## src/rtl/dss_pkg.sv

```systemverilog
package dss_pkg;
  typedef struct packed {
    logic summary;
    logic erase_fail;
    logic sys_rst;
    logic sleeping;
    logic nvm_prog_ok;
    logic urow_prog_ok;
    logic boot_done;
    logic locked;
  } status_t;

  localparam int unsigned STATUS_W = $bits(status_t);
  localparam int unsigned LVL_W    = 3;
  localparam status_t     STATUS_RST = '{locked: 1'b1, default: 1'b0};
endpackage

```

## src/rtl/dss_flag.sv

```systemverilog
module dss_flag #(
  parameter bit SET_WINS = 1'b1,
  parameter bit RST_VAL  = 1'b0
) (
  input  logic clk_i,
  input  logic rst_ni,
  input  logic set_i,
  input  logic clr_i,
  output logic q_o
);
  logic q_d;

  generate
    if (SET_WINS) begin : g_set_wins
      always_comb q_d = set_i ? 1'b1 : (clr_i ? 1'b0 : q_o);
    end else begin : g_clr_wins
      always_comb q_d = clr_i ? 1'b0 : (set_i ? 1'b1 : q_o);
    end
  endgenerate

  always_ff @(posedge clk_i or negedge rst_ni) begin
    if (!rst_ni) q_o <= RST_VAL;
    else         q_o <= q_d;
  end
endmodule

```

## src/rtl/dss_lvl_sync.sv

```systemverilog
module dss_lvl_sync #(
  parameter int unsigned WIDTH = 3
) (
  input  logic             clk_i,
  input  logic             rst_ni,
  input  logic [WIDTH-1:0] d_i,
  output logic [WIDTH-1:0] q_o
);
  for (genvar i = 0; i < WIDTH; i++) begin : g_bit
    always_ff @(posedge clk_i or negedge rst_ni) begin
      if (!rst_ni) q_o[i] <= 1'b0;
      else         q_o[i] <= d_i[i];
    end
  end
endmodule

```

## src/rtl/dss_acc_gate.sv

```systemverilog
module dss_acc_gate (
  input  logic clk_i,
  input  logic rst_ni,
  input  logic boot_done_i,
  input  logic sys_rst_i,
  output logic grant_o
);
  always_ff @(posedge clk_i or negedge rst_ni) begin
    if (!rst_ni) grant_o <= 1'b0;
    else         grant_o <= boot_done_i & ~sys_rst_i;
  end

  // grant lags the status by exactly one cycle
  p_grant_lag_r8: assert property (@(posedge clk_i) disable iff (!rst_ni)
    1'b1 |=> grant_o == $past(boot_done_i && !sys_rst_i));
endmodule

```

## src/rtl/dbg_sys_status.sv

```systemverilog
module dbg_sys_status
  import dss_pkg::*;
#(
  parameter int unsigned       ADDR_W   = 8,
  parameter logic [ADDR_W-1:0] REG_ADDR = ADDR_W'(8'h0B)
) (
  input  logic              clk_i,
  input  logic              rst_ni,
  input  logic              rd_en_i,
  input  logic [ADDR_W-1:0] rd_addr_i,
  output logic [7:0]        rd_data_o,
  input  logic              sys_rst_evt_i,
  input  logic              hold_rst_i,
  input  logic              erase_fail_evt_i,
  input  logic              boot_done_evt_i,
  input  logic              sleep_i,
  input  logic              nvm_prog_ok_i,
  input  logic              urow_prog_ok_i,
  input  logic              lock_upd_i,
  input  logic              lock_val_i,
  output logic              acc_grant_o
);
  logic             rd_hit;
  logic             rst_flag, erase_flag, boot_flag, lock_q;
  logic [LVL_W-1:0] lvl_q;
  status_t          status;

  assign rd_hit = rd_en_i && (rd_addr_i == REG_ADDR);

  // Reset flag: new event beats the clear-on-read
  dss_flag #(.SET_WINS(1'b1), .RST_VAL(1'b0)) u_rst_flag (
    .clk_i (clk_i), .rst_ni(rst_ni),
    .set_i (sys_rst_evt_i | hold_rst_i),
    .clr_i (rd_hit),
    .q_o   (rst_flag)
  );

  // Erase failure: held reset request beats a failure event
  dss_flag #(.SET_WINS(1'b0), .RST_VAL(1'b0)) u_erase_flag (
    .clk_i (clk_i), .rst_ni(rst_ni),
    .set_i (erase_fail_evt_i),
    .clr_i (hold_rst_i),
    .q_o   (erase_flag)
  );

  dss_flag #(.SET_WINS(1'b1), .RST_VAL(1'b0)) u_boot_flag (
    .clk_i (clk_i), .rst_ni(rst_ni),
    .set_i (boot_done_evt_i),
    .clr_i (1'b0),
    .q_o   (boot_flag)
  );

  dss_lvl_sync #(.WIDTH(LVL_W)) u_lvl (
    .clk_i (clk_i), .rst_ni(rst_ni),
    .d_i   ({sleep_i, nvm_prog_ok_i, urow_prog_ok_i}),
    .q_o   (lvl_q)
  );

  always_ff @(posedge clk_i or negedge rst_ni) begin
    if (!rst_ni)         lock_q <= STATUS_RST.locked;
    else if (lock_upd_i) lock_q <= lock_val_i;
  end

  dss_acc_gate u_gate (
    .clk_i       (clk_i), .rst_ni(rst_ni),
    .boot_done_i (boot_flag),
    .sys_rst_i   (rst_flag),
    .grant_o     (acc_grant_o)
  );

  always_comb begin
    status              = STATUS_RST;
    status.erase_fail   = erase_flag;
    status.sys_rst      = rst_flag;
    status.sleeping     = lvl_q[2];
    status.nvm_prog_ok  = lvl_q[1];
    status.urow_prog_ok = lvl_q[0];
    status.boot_done    = boot_flag;
    status.locked       = lock_q;
    status.summary      = erase_flag | boot_flag;
  end

  assign rd_data_o = rd_hit ? status : '0;

  // event always lands; read clears when nothing sets
  p_rst_set_r4: assert property (@(posedge clk_i) disable iff (!rst_ni)
    (sys_rst_evt_i || hold_rst_i) |=> rst_flag);
  p_rst_clr_r4: assert property (@(posedge clk_i) disable iff (!rst_ni)
    (rd_hit && !sys_rst_evt_i && !hold_rst_i) |=> !rst_flag);
  // no strobe or no match leaves the flag alone
  p_rst_keep_r9: assert property (@(posedge clk_i) disable iff (!rst_ni)
    (!rd_hit && rst_flag) |=> rst_flag);
  p_miss_zero_r9: assert property (@(posedge clk_i) disable iff (!rst_ni)
    !rd_hit |-> rd_data_o == 8'h00);
  // held reset request wins over erase failure
  p_erase_hold_r3: assert property (@(posedge clk_i) disable iff (!rst_ni)
    hold_rst_i |=> !erase_flag);
  p_erase_set_r3: assert property (@(posedge clk_i) disable iff (!rst_ni)
    (erase_fail_evt_i && !hold_rst_i) |=> erase_flag);
  // boot flag is sticky
  p_boot_sticky_r6: assert property (@(posedge clk_i) disable iff (!rst_ni)
    boot_flag |=> boot_flag);
  // lock load
  p_lock_load_r7: assert property (@(posedge clk_i) disable iff (!rst_ni)
    lock_upd_i |=> lock_q == $past(lock_val_i));
endmodule

```

## config.mk

```make
export PLATFORM = sky130hd
export DESIGN_NAME = dbg_sys_status
export DESIGN_NICKNAME = d
export VERILOG_FILES = /design/src/rtl/dss_pkg.sv /design/src/rtl/dss_flag.sv /design/src/rtl/dss_lvl_sync.sv /design/src/rtl/dss_acc_gate.sv /design/src/rtl/dbg_sys_status.sv
export SDC_FILE = /design/constraint.sdc
export NUM_CORES = 1
export LEC_CHECK = 0
export BUFFER_PORTS_ARGS = -buffer_cell sky130_fd_sc_hd__buf_4
export CAP_MARGIN = 20
export CORE_AREA = 2 2 39 41
export DETAILED_ROUTE_END_ITERATION = 7
export DIE_AREA = 0 0 41 43
export PLACE_DENSITY_LB_ADDON = 0.2
export SLEW_MARGIN = 20
export SYNTH_ARGS = -nofsm -noshare
export SYNTH_HDL_FRONTEND = slang
export SYNTH_SLANG_ARGS = --single-unit
export TNS_END_PERCENT = 50
```

## constraint.sdc

```tcl
create_clock -name clk_i -period 1.6 [get_ports clk_i]
set_clock_uncertainty 0.1 [all_clocks]
set_input_delay 0.24 -clock clk_i [delete_from_list [all_inputs] [get_ports clk_i]]
set_output_delay 0.24 -clock clk_i [all_outputs]
set_load 0.02 [all_outputs]
```

==> reports/qor.log <==
INFO  status         status=finished, violations left
INFO  status         violations=setup timing
INFO  placed_design  placer_congestion=0.623
INFO  worst_setup_path critical_path_most_common_cell=buf_6
INFO  layout         instances_no_fill=81
INFO  placed_design  post-place-cells=73
INFO  logic_synthesis synth-seq-area-share=60.1%
INFO  global_route   antenna_violations_before_repair=0
INFO  global_route   first_pass_grt_wire_length=1.31mm
INFO  layout         drive_above_1_share=63.1%
INFO  global_route   grt_remaining_overflow=0
INFO  clock_tree     clock_tree_from_tritoncts=built
INFO  clock_tree     cts-buffers-inserted=3
INFO  route          drtPass1Iterations=2
INFO  timing         worst_slew_margin_rel=79.1%
INFO  clock_tree     htree_levels=1
INFO  placed_design  place.port_buffers=28
INFO  worst_setup_path worstRegToRegCells=1
INFO  route          detail_route.drc_violations=0
INFO  clock_tree     cts_setup_buffers=0
INFO  route          vias=337
INFO  worst_setup_path type_of_element_capturing_the_critical_path=output pin
INFO  worst_setup_path worstPathRequired=1.26ns
INFO  worst_setup_path worstReg2RegStart=u_boot_flag.q_o
INFO  worst_setup_path cpMaxStageDelayCell=or4_4
INFO  worst_setup_path timing.reg2reg.setup_slack=0.69ns
INFO  timing         grt_setup_unrepaired=yes
INFO  timing         post-route-period-util=113%
INFO  die            die_y=43um
INFO  timing         min_period=1.81ns
INFO  worst_setup_path timing.critical_path.fanout_max=8
INFO  layout         final_core_util=49.6%
INFO  layout         seq_area=201um^2
INFO  logic_synthesis syn_nets=48
INFO  die            core.rowCount=14
INFO  power          power=0.440mW
INFO  timing         worst_hold_slack=0.0460ns
INFO  power          leakage_dissipation=0.339nW
INFO  clock_tree     cts_root_buffer=clkbuf_4
INFO  route          drt-wirelength-per-cell=9.83um
INFO  worst_setup_path setup.worst_path.start_class=input port
INFO  logic_synthesis syn-cell-area=335um^2
INFO  layout         syn2layout_area_growth=105%
INFO  timing         max_slew.worst_pin.slew=0.313ns
INFO  power          vdd_drop_max=0.465mV
INFO  route          via_per_inst=4.16
INFO  logic_synthesis synth.lib_cells_used.distinct=15
INFO  route          antenna_left=0
INFO  logic_synthesis ys_seq_elements=8
INFO  worst_setup_path critical_path_arrival=1.47ns
INFO  worst_setup_path timing.setup.critical_path_class=input port to output pin
INFO  job            maxCapViolations=0
INFO  clock_tree     clock_pin_slew_of_the_registers_on_the_worst_case_setup_and_hold_paths=0.05ns
INFO  clock_tree     cts_sinks=8
INFO  logic_synthesis synth_area_per_cell=12.0um^2
INFO  clock_tree     ctsLongestPathBuffers=2
INFO  hold_path      hold-path-cell-count=2
INFO  timing         final_hold_violating_endpoints=0
INFO  die            core_region_area=0.00138mm^2
INFO  worst_setup_path worstPathCellList=buf_6 > or4_4 > nor3_4 > and2_4 > buf_6
INFO  global_route   groute.usage.overall=11.0%
INFO  global_route   grt_max_degree=9
INFO  hold_path      hold_start=hold_rst_i
INFO  route          drtIter0Drc=4
INFO  clock_tree     insertion_delay=0.25ns
INFO  hold_path      hp-class=input port to flop
INFO  die            io_pins=29
INFO  timing         timing_max_transition_violations_final=0
INFO  timing         worst_slack=-0.207ns
INFO  power          power_density=640mW/mm^2
INFO  timing         setup_viol=8
INFO  timing         timing.fmax=0.554GHz
INFO  global_route   via_count_of_the_first_global_routing_pass=355
INFO  die            fp.dieW=41um
INFO  layout         finalNetCount=86
INFO  layout         multi_input_area=144um^2
INFO  logic_synthesis ys.warnings.count=0
INFO  die            initial_utilization=24.2%
INFO  worst_setup_path worst_r2r_endpoint=u_boot_flag.q_o
INFO  route          drt_wl_total=796um
INFO  die            die-area=0.00176mm^2
INFO  worst_setup_path timing.critical_path.slowest_cell_delay=0.55ns
INFO  logic_synthesis post_synthesis_instance_total=28
INFO  hold_path      min_delay_worst_endpoint=u_erase_flag.q_o
INFO  layout         num-fill-cells=149
INFO  layout         antenna_cells=0
timing repair:
| action | in CTS | in global routing |
|---|---|---|
| hold endpoints to repair | 11 | 0 |
| pin swaps | 6 | 1 |
| setup endpoints to repair | 8 | 8 |
| hold buffers | 4 | 0 |
| gates resized for setup | 10 | 2 |
sequential cells by signal, indices dropped and copies added (netlist names):
| signal | flops |
|---|---|
| lock_q | 1 |
| u_boot_flag.q_o | 1 |
| u_erase_flag.q_o | 1 |
| u_lvl.q_o | 3 |
| u_gate.grant_o | 1 |
| u_rst_flag.q_o | 1 |
kinds of logic after synthesis:
family / share of synthesized area, %
buffers and inverters: 1.12
DFF: 60.1
and+or+nand+nor: 31.7
AOI/OAI and AO/OA: 3.73
muxes: 3.36
layer usage:
metal	global-route usage, %	share of wire (%)	vias up
met5	0	0	-
li1	-	-	165
met1	12.3	36	151
met3	3.14	13	0
met4	6.00	0	0
met2	17.5	51	21
worst max path at each step:
stage | start | endpoint | slack (ns) | cells after the start
3_3_place_gp | rd_addr_i[5] | rd_data_o[1] | -0.26 | 5
6_report | rd_addr_i[6] | rd_data_o[1] | -0.21 | 5
5_1_grt | rd_addr_i[6] | rd_data_o[1] | -0.26 | 5
3_5_place_dp | rd_addr_i[5] | rd_data_o[0] | -0.28 | 5
2_1_floorplan | rd_addr_i[5] | rd_data_o[3] | -0.02 | 3
4_1_cts | rd_addr_i[6] | rd_data_o[2] | -0.21 | 5
synthesized netlist by cell type:
library cell / n / area (um^2)
o21ai_0: 1 / 5.00
and2_1: 6 / 37.5
nor2b_1: 1 / 6.26
nand2_1: 1 / 3.75
dfstp_2: 1 / 26.3
inv_1: 1 / 3.75
dfrtp_1: 7 / 175
o21a_1: 1 / 7.51
nor4_1: 1 / 6.26
nor3_4: 1 / 16.3
or2_2: 1 / 6.26
nor2_1: 3 / 11.3
mux2_2: 1 / 11.3
or4_4: 1 / 11.3
nand3b_1: 1 / 7.51
critical path: cells and delay by family:
kind                   cells  cell delay, ns
buffers and inverters      2            0.20
and+or+nand+nor            3            1.03
power by group:
group / switching (mW) / internal (mW) / total, mW / leakage, nW
Sequential: 0.00296 / 0.212 / 0.215 / 0.0894
Combinational: 0.0172 / 0.0436 / 0.0608 / 0.234
Clock: 0.0682 / 0.0954 / 0.164 / 0.0150
area by class of cell:
| type | count | area share, % |
|---|---|---|
| inverter | 1 | 0.546 |
| sequential | 8 | 29.3 |
| timing repair buffer | 33 | 42.4 |
| clock buffer | 4 | 3.83 |
| tap | 16 | 2.91 |
| multi-input combinational | 19 | 20.9 |
placed cells by master (no fill, tap or decap):
master	instances
and2_1	3
and2_4	3
buf_4	20
buf_6	9
clkbuf_1	1
clkbuf_4	3
dfrtp_1	7
dfstp_2	1
dlygate4sd3_1	4
inv_1	1
mux2_2	1
nand2_1	1
nand3b_1	1
nor2_1	3
nor2b_1	1
nor3_4	1
nor4_2	1
o21a_1	1
o21ai_0	1
or2_2	1
or4_4	1
metrics by stage:
step	TNS (ns)	setup slack (ns)	area [um^2]
after floorplan	-0.0951	-0.0241	345
after global placement	-1.90	-0.262	583
after CTS	-1.60	-0.214	679
after global routing	-1.98	-0.264	687
final	-1.55	-0.207	687
after detailed placement	-2.02	-0.279	583
No activity file was read; power rests on OpenSTA's default activity.
